$ cat src/rtl/mc_seq_pkg.sv
package mc_seq_pkg;

  typedef enum logic [1:0] {
    CLS_ALU    = 2'b00,
    CLS_LOAD   = 2'b01,
    CLS_STORE  = 2'b10,
    CLS_BRANCH = 2'b11
  } iclass_e;

  typedef enum logic [2:0] {
    ST_FETCH  = 3'd0,
    ST_DECODE = 3'd1,
    ST_EXEC   = 3'd2,
    ST_MEM    = 3'd3,
    ST_WB     = 3'd4
  } step_e;

  typedef struct packed {
    logic fetch;
    logic dec;
    logic exe;
    logic mem;
    logic wb;
    logic rf_we;
    logic mem_rd;
    logic mem_wr;
    logic pc_inc;
    logic pc_br;
    logic done;
  } ctl_t;

endpackage

$ cat src/rtl/mc_seq_rst_sync.sv
module mc_seq_rst_sync #(
  parameter int STAGES = 2
) (
  input  logic clk,
  input  logic rst_n,
  output logic run
);
  logic [STAGES-1:0] chain_q;

  always_ff @(posedge clk or negedge rst_n) begin
    if (!rst_n) chain_q <= '0;
    else        chain_q <= {chain_q[STAGES-2:0], 1'b1};
  end

  assign run = chain_q[STAGES-1];
endmodule

$ cat src/rtl/mc_seq_fsm.sv
module mc_seq_fsm
  import mc_seq_pkg::*;
(
  input  logic    clk,
  input  logic    rst_n,
  input  logic    run,
  input  logic    sync_clr,
  input  iclass_e cls_live,
  output step_e   step,
  output iclass_e cls_eff
);
  step_e   step_q, step_d;
  iclass_e cls_q, cls_d;
  logic    adv;

  assign adv     = run & ~sync_clr;
  assign cls_eff = (step_q == ST_DECODE) ? cls_live : cls_q;
  assign step    = step_q;

  always_comb begin
    step_d = step_q;
    cls_d  = cls_q;
    if (sync_clr) begin
      step_d = ST_FETCH;
    end else if (adv) begin
      case (step_q)
        ST_FETCH:  step_d = ST_DECODE;
        ST_DECODE: begin
          cls_d  = cls_live;
          step_d = (cls_live == CLS_BRANCH) ? ST_FETCH : ST_EXEC;
        end
        ST_EXEC:   step_d = ST_MEM;
        ST_MEM:    step_d = (cls_q == CLS_STORE) ? ST_FETCH : ST_WB;
        default:   step_d = ST_FETCH;
      endcase
    end
  end

  always_ff @(posedge clk or negedge rst_n) begin
    if (!rst_n) begin
      step_q <= ST_FETCH;
      cls_q  <= CLS_ALU;
    end else if (run) begin
      step_q <= step_d;
      cls_q  <= cls_d;
    end
  end
endmodule

$ cat src/rtl/mc_seq_strobe.sv
module mc_seq_strobe
  import mc_seq_pkg::*;
(
  input  logic    en,
  input  step_e   step,
  input  iclass_e cls,
  input  logic    br_taken,
  output ctl_t    ctl
);
  ctl_t raw;

  always_comb begin
    raw = '0;
    case (step)
      ST_FETCH: begin
        raw.fetch  = 1'b1;
        raw.pc_inc = 1'b1;
      end
      ST_DECODE: begin
        raw.dec = 1'b1;
        if (cls == CLS_BRANCH) begin
          raw.pc_br = br_taken;
          raw.done  = 1'b1;
        end
      end
      ST_EXEC: raw.exe = 1'b1;
      ST_MEM: begin
        raw.mem    = 1'b1;
        raw.mem_rd = (cls == CLS_LOAD);
        raw.mem_wr = (cls == CLS_STORE);
        raw.done   = (cls == CLS_STORE);
      end
      ST_WB: begin
        raw.wb    = 1'b1;
        raw.rf_we = (cls == CLS_ALU) || (cls == CLS_LOAD);
        raw.done  = 1'b1;
      end
      default: raw = '0;
    endcase
    ctl = en ? raw : '0;
  end
endmodule

$ cat src/rtl/mc_seq_ctr.sv
module mc_seq_ctr #(
  parameter int W = 16
) (
  input  logic         clk,
  input  logic         rst_n,
  input  logic         clr,
  input  logic         inc,
  output logic [W-1:0] q
);
  logic [W-1:0] q_r, q_d;

  always_comb begin
    q_d = q_r;
    if (clr)      q_d = '0;
    else if (inc) q_d = q_r + W'(1);
  end

  always_ff @(posedge clk or negedge rst_n) begin
    if (!rst_n)          q_r <= '0;
    else if (clr || inc) q_r <= q_d;
  end

  assign q = q_r;
endmodule

$ cat src/rtl/mc_seq.sv
module mc_seq
  import mc_seq_pkg::*;
#(
  parameter int CNT_W = 16
) (
  input  logic             clk,
  input  logic             rst_n,
  input  logic             sync_clr,
  input  logic [1:0]       iclass,
  input  logic             br_taken,
  output logic             step_fetch,
  output logic             step_decode,
  output logic             step_exec,
  output logic             step_mem,
  output logic             step_wb,
  output logic             rf_we,
  output logic             mem_rd,
  output logic             mem_wr,
  output logic             pc_inc_en,
  output logic             pc_br_en,
  output logic             instr_done,
  output logic [CNT_W-1:0] cyc_cnt,
  output logic [CNT_W-1:0] ret_cnt
);
  logic    run_q;
  logic    active;
  step_e   step;
  iclass_e cls_eff;
  ctl_t    ctl;

  mc_seq_rst_sync #(.STAGES(2)) u_rsync (
    .clk   (clk),
    .rst_n (rst_n),
    .run   (run_q)
  );

  assign active = run_q & ~sync_clr;

  mc_seq_fsm u_fsm (
    .clk      (clk),
    .rst_n    (rst_n),
    .run      (run_q),
    .sync_clr (sync_clr),
    .cls_live (iclass_e'(iclass)),
    .step     (step),
    .cls_eff  (cls_eff)
  );

  mc_seq_strobe u_strb (
    .en       (active),
    .step     (step),
    .cls      (cls_eff),
    .br_taken (br_taken),
    .ctl      (ctl)
  );

  mc_seq_ctr #(.W(CNT_W)) u_cyc (
    .clk   (clk),
    .rst_n (rst_n),
    .clr   (run_q & sync_clr),
    .inc   (active),
    .q     (cyc_cnt)
  );

  mc_seq_ctr #(.W(CNT_W)) u_ret (
    .clk   (clk),
    .rst_n (rst_n),
    .clr   (run_q & sync_clr),
    .inc   (ctl.done),
    .q     (ret_cnt)
  );

  assign step_fetch  = ctl.fetch;
  assign step_decode = ctl.dec;
  assign step_exec   = ctl.exe;
  assign step_mem    = ctl.mem;
  assign step_wb     = ctl.wb;
  assign rf_we       = ctl.rf_we;
  assign mem_rd      = ctl.mem_rd;
  assign mem_wr      = ctl.mem_wr;
  assign pc_inc_en   = ctl.pc_inc;
  assign pc_br_en    = ctl.pc_br;
  assign instr_done  = ctl.done;
endmodule

$ cat config.mk
export PLATFORM = sky130hd
export DESIGN_NAME = mc_seq
export DESIGN_NICKNAME = d
export VERILOG_FILES = /design/src/rtl/mc_seq_pkg.sv /design/src/rtl/mc_seq_rst_sync.sv /design/src/rtl/mc_seq_fsm.sv /design/src/rtl/mc_seq_strobe.sv /design/src/rtl/mc_seq_ctr.sv /design/src/rtl/mc_seq.sv
export SDC_FILE = /design/constraint.sdc
export NUM_CORES = 1
export LEC_CHECK = 0
export CAP_MARGIN = 10
export CORE_UTILIZATION = 40
export CTS_BUF_LIST = sky130_fd_sc_hd__clkbuf_4 sky130_fd_sc_hd__clkbuf_8
export DETAILED_ROUTE_END_ITERATION = 6
export GPL_TIMING_DRIVEN = 0
export PLACE_DENSITY = 0.69
export SLEW_MARGIN = 20
export SYNTH_ARGS = -nofsm -noshare
export SYNTH_HDL_FRONTEND = slang
export SYNTH_SLANG_ARGS = --single-unit
$ cat constraint.sdc
create_clock -name clk -period 2 [get_ports clk]
set_input_delay 0.4 -clock clk [delete_from_list [all_inputs] [get_ports clk]]
set_output_delay 0.4 -clock clk [all_outputs]
set_load 0.05 [all_outputs]
==> impl_metrics.py <==
metrics = {
    "final_layout": {
        "nFillCells": 477,
        "final_nets": 297,
        "drive_gt1_share_pct": 25.5,
        "fin_util_pct": 57.6,
        "antenna_cells": 0,
        "final_cell_area_um2": 3020,
        "area_growth_pct": 35.3,
    },
    "yosys": {
        "syn_inst": 222,
        "ys.flop_type": "dfrtp_1",
        "yosysWarnings": 0,
        "avgSynthCellArea_um2": 10.0,
        "ys_seq_area_share_pct": 43.8,
        "muxShareOfSynthArea_pct": 7.80,
        "synthSimpleGateAreaFrac_pct": 25.0,
        "synth-seq-cells": 39,
        "mappedNetlistNets": 230,
        "synth_xor_area_share_pct": 4.71,
        "netlist.area_leader.share_pct": 43.8,
        "synthTopCellsByArea": "dfrtp_1, mux2i_1, nand2_1, a211oi_2, xnor2_1",
        "synth-adder-area-share_pct": 1.12,
        "synth.cell_area_um2": 2230,
        "synth_edf_count": 0,
        "synth_top_family_by_area": "simple AND/OR/NAND/NOR gates",
        "async_reset_ff_share_pct": 100,
        "ys_types": 45,
        "synth_compound_area_share_pct": 12.7,
        "yosysTopAreaCell": "dfrtp_1",
    },
    "route": {
        "wl_met3_um": 174,
        "vias": 1862,
        "wl_met2_mm": 2.28,
        "wl_per_cell_um": 13.8,
        "drt_iter0_markers": 84,
        "drt_wl_total_mm": 4.96,
        "vias_per_cell": 5.17,
        "first_pass_iters": 4,
        "routed.top_layer": "met4",
        "drcViolationCount": 0,
        "postRouteAntennaNets": 0,
        "wl_met1_mm": 2.47,
    },
    "timing": {
        "setup_viol": 0,
        "grt_setup_unrepaired": "true",
        "whs_ns": -0.00444,
        "period_needed_ns": 1.99,
        "max_freq_mhz": 502,
        "min_period_over_period_pct": 99.7,
        "relSlewSlack_pct": 66.3,
        "worstMarginPinSlew_ns": 0.503,
        "finalHoldViolCount": 3,
        "skew_ns": 0.00564,
        "slew_violations": 0,
        "fin_ws_ns": 0.00694,
    },
    "floorplanning": {
        "start_util_pct": 42.6,
        "dieArea_um2": 5880,
        "std_cell_rows": 26,
        "ios": 49,
        "die_x_um": 76.7,
        "core_um2": 5240,
        "die_h_um": 76.7,
    },
    "placement": {
        "io_buffers": 48,
        "placed_area_um2": 2830,
        "place_hpwl_mm": 3.44,
        "gp_congestion": 0.775,
        "place_ws_ns": -1.02,
    },
    "critical_path": {
        "critPathMaxStageDelay_ns": 0.41,
        "startpoint": "u_rsync.chain_q[1]$_DFF_PN0_",
        "critical_path_class": "reg -> out",
        "ff2ff_setup_slack_ns": 0.27,
        "r2r_start": "u_rsync.chain_q[1]$_DFF_PN0_",
        "critPathMaxFanout": 5,
        "critPathRequiredTime_ns": 1.60,
        "arrival_ns": 1.59,
        "regToRegEndpoint": "u_ret.q[12]$_DFFE_PN0P_",
        "end_kind": "output pin",
        "crit_path_cell_trace": "buf_4 -> and4bb_4 -> nand2_2 -> nor3b_2 -> buf_6",
        "slowest_stage": "dfrtp_1",
        "cp-endpoint": "mem_rd",
        "crit_buf_inv": 2,
        "cp_top_family": "simple AND/OR/NAND/NOR gates",
        "cp-start-kind": "register",
        "r2r_cells": 5,
        "crit_cells": 5,
    },
    "grt": {
        "overflow": 0,
        "grt_pass1_vias": 1807,
        "grt_pass1_wl_mm": 8.58,
        "grtUsageTotal_pct": 17.8,
        "grt_max_degree": 27,
        "antenna_found_initial": 0,
    },
    "hold_path": {
        "hold_path_class": "in -> async",
    },
    "status": {
        "violations": "negative hold slack",
        "outcome": "complete, but fails checks",
    },
    "cts": {
        "cts_buffers": 5,
        "htree_levels": 2,
        "path_clk_slew_ns": 0.08,
        "clkSinkCount": 39,
        "cts_tree": "yes",
        "root_buffer": "clkbuf_8",
        "cts.path.max_buffers": 2,
        "clkLatencyLatePin_ns": 0.29,
        "hold_buffers": 0,
    },
    "pwr": {
        "total_power_mw": 1.76,
        "irDropWorstVdd_mv": 0.440,
        "p_leak_nw": 1.40,
        "p_per_area_nw_per_um2": 583,
    },
    "job": {
        "cap_viol_max_count": 0,
    },
}
-- registers in the layout, summed over array words and instances (netlist names) --
signal,flops
u_ret.q,16
u_rsync.chain_q,2
u_cyc.q,16
u_fsm.step,3
u_fsm.cls_q,2
-- worst min-delay path by stage --
| stage | start | to |
|---|---|---|
| floorplan | rst_n | u_cyc.q[0]$_DFFE_PN0P_ |
| CTS | rst_n | u_cyc.q[1]$_DFFE_PN0P_ |
| global placement | u_rsync.chain_q[0]$_DFF_PN0_ | u_rsync.chain_q[1]$_DFF_PN0_ |
| global route | rst_n | u_cyc.q[1]$_DFFE_PN0P_ |
| finish | rst_n | u_cyc.q[1]$_DFFE_PN0P_ |
| detailed placement | rst_n | u_cyc.q[1]$_DFFE_PN0P_ |
-- cell type report --
cell class                 instances  area [um2]  area share, %
multi-input combinational        162        1190           39.5
clock buffer                       6        76.3           2.53
sequential                        39         980           32.5
clock inverter                     2        12.5          0.415
timing repair buffer              60         559           18.5
tap                               70        87.6           2.90
buffer                             8        57.6           1.91
inverter                          13        52.6           1.74
-- synth_stat cells, types with 2 or more instances --
master	count
nor2b_1	2
a2111oi_4	2
and3b_1	2
or3_1	2
nor2_1	17
buf_4	2
nand4_1	6
o21a_1	2
a211oi_2	8
ha_1	2
inv_1	13
nor4_1	4
a21oi_1	2
o22ai_1	2
nand2b_1	9
and3_1	2
and4_1	3
mux2_2	3
xnor2_1	8
nor3_1	6
nand2_1	28
o21ai_0	7
dfrtp_1	39
xor2_1	4
buf_6	2
buf_2	2
mux2i_1	14
nand3_1	12
-- cells in the final DEF (no fill, tap or decap), types with 2 or more instances in the layout --
| cell type | n |
|---|---|
| nor2b_1 | 2 |
| nor2_1 | 14 |
| xnor2_1 | 8 |
| a211oi_2 | 8 |
| and4_1 | 3 |
| and3_1 | 2 |
| inv_1 | 11 |
| nor2_2 | 2 |
| nand2b_1 | 9 |
| nand4_1 | 6 |
| dlymetal6s2s_1 | 7 |
| nand2_1 | 27 |
| ha_1 | 2 |
| dfrtp_1 | 36 |
| nor3_2 | 2 |
| nor3_1 | 4 |
| o21ai_0 | 7 |
| buf_2 | 7 |
| buf_4 | 16 |
| nor4_1 | 4 |
| clkbuf_8 | 5 |
| dlygate4sd2_1 | 5 |
| xor2_1 | 4 |
| or3_1 | 2 |
| dfrtp_2 | 3 |
| a21oi_1 | 2 |
| clkinvlp_4 | 2 |
| mux2_2 | 3 |
| a2111oi_4 | 2 |
| and3b_2 | 2 |
| mux2i_1 | 14 |
| nand3_1 | 12 |
| buf_6 | 6 |
| o22ai_1 | 2 |
| clkdlybuf4s50_1 | 23 |
-- timing repair --
| item | 4_1_cts | 5_1_grt |
|---|---|---|
| endpoints found under the setup margin | 14 | 17 |
| pin swaps | 3 | 2 |
| gates resized for setup | 72 | 23 |
| buffers inserted | 5 | 6 |
-- per-stage QoR --
| stage | setup TNS [ns] | cells |
|---|---|---|
| 6_report | 0 | 360 |
| 4_1_cts | 0 | 354 |
| 3_3_place_gp | -29.19 | 340 |
| 5_1_grt | -0.0546 | 360 |
| 2_1_floorplan | -0.179 | 222 |
| 3_5_place_dp | -12.01 | 341 |
-- per-layer routing --
metal,up-vias,track usage (%)
met2,40,28.2
met4,0,5.00
met3,7,3.21
met5,-,0
li1,918,-
met1,897,24.9
-- cells by family (layout without fill, tap and decap cells) --
| logic type | after synthesis | after routing |
|---|---|---|
| AO/OA/AOI/OAI | 29 | 29 |
| XOR/XNOR | 12 | 12 |
| adder cells (fa/ha/maj) | 2 | 2 |
| buffers and inverters | 21 | 89 |
| flip-flops | 39 | 39 |
| multiplexers | 17 | 17 |
| other | 1 | 1 |
| AND/OR/NAND/NOR | 101 | 101 |
-- power breakdown --
part,internal (mW),total (mW),switching [mW]
registers,0.829,0.890,0.0604
logic,0.128,0.318,0.190
clock network,0.258,0.551,0.293
-- worst register-to-register path, cell delays in order (launching register included) --
cell and delay (ns):
dfrtp_1 0.42, nand2_1 0.30, buf_2 0.30, buf_1 0.39, nand2_1 0.10, mux2i_1 0.14
Note: power is estimated with default switching activity, not from simulation.
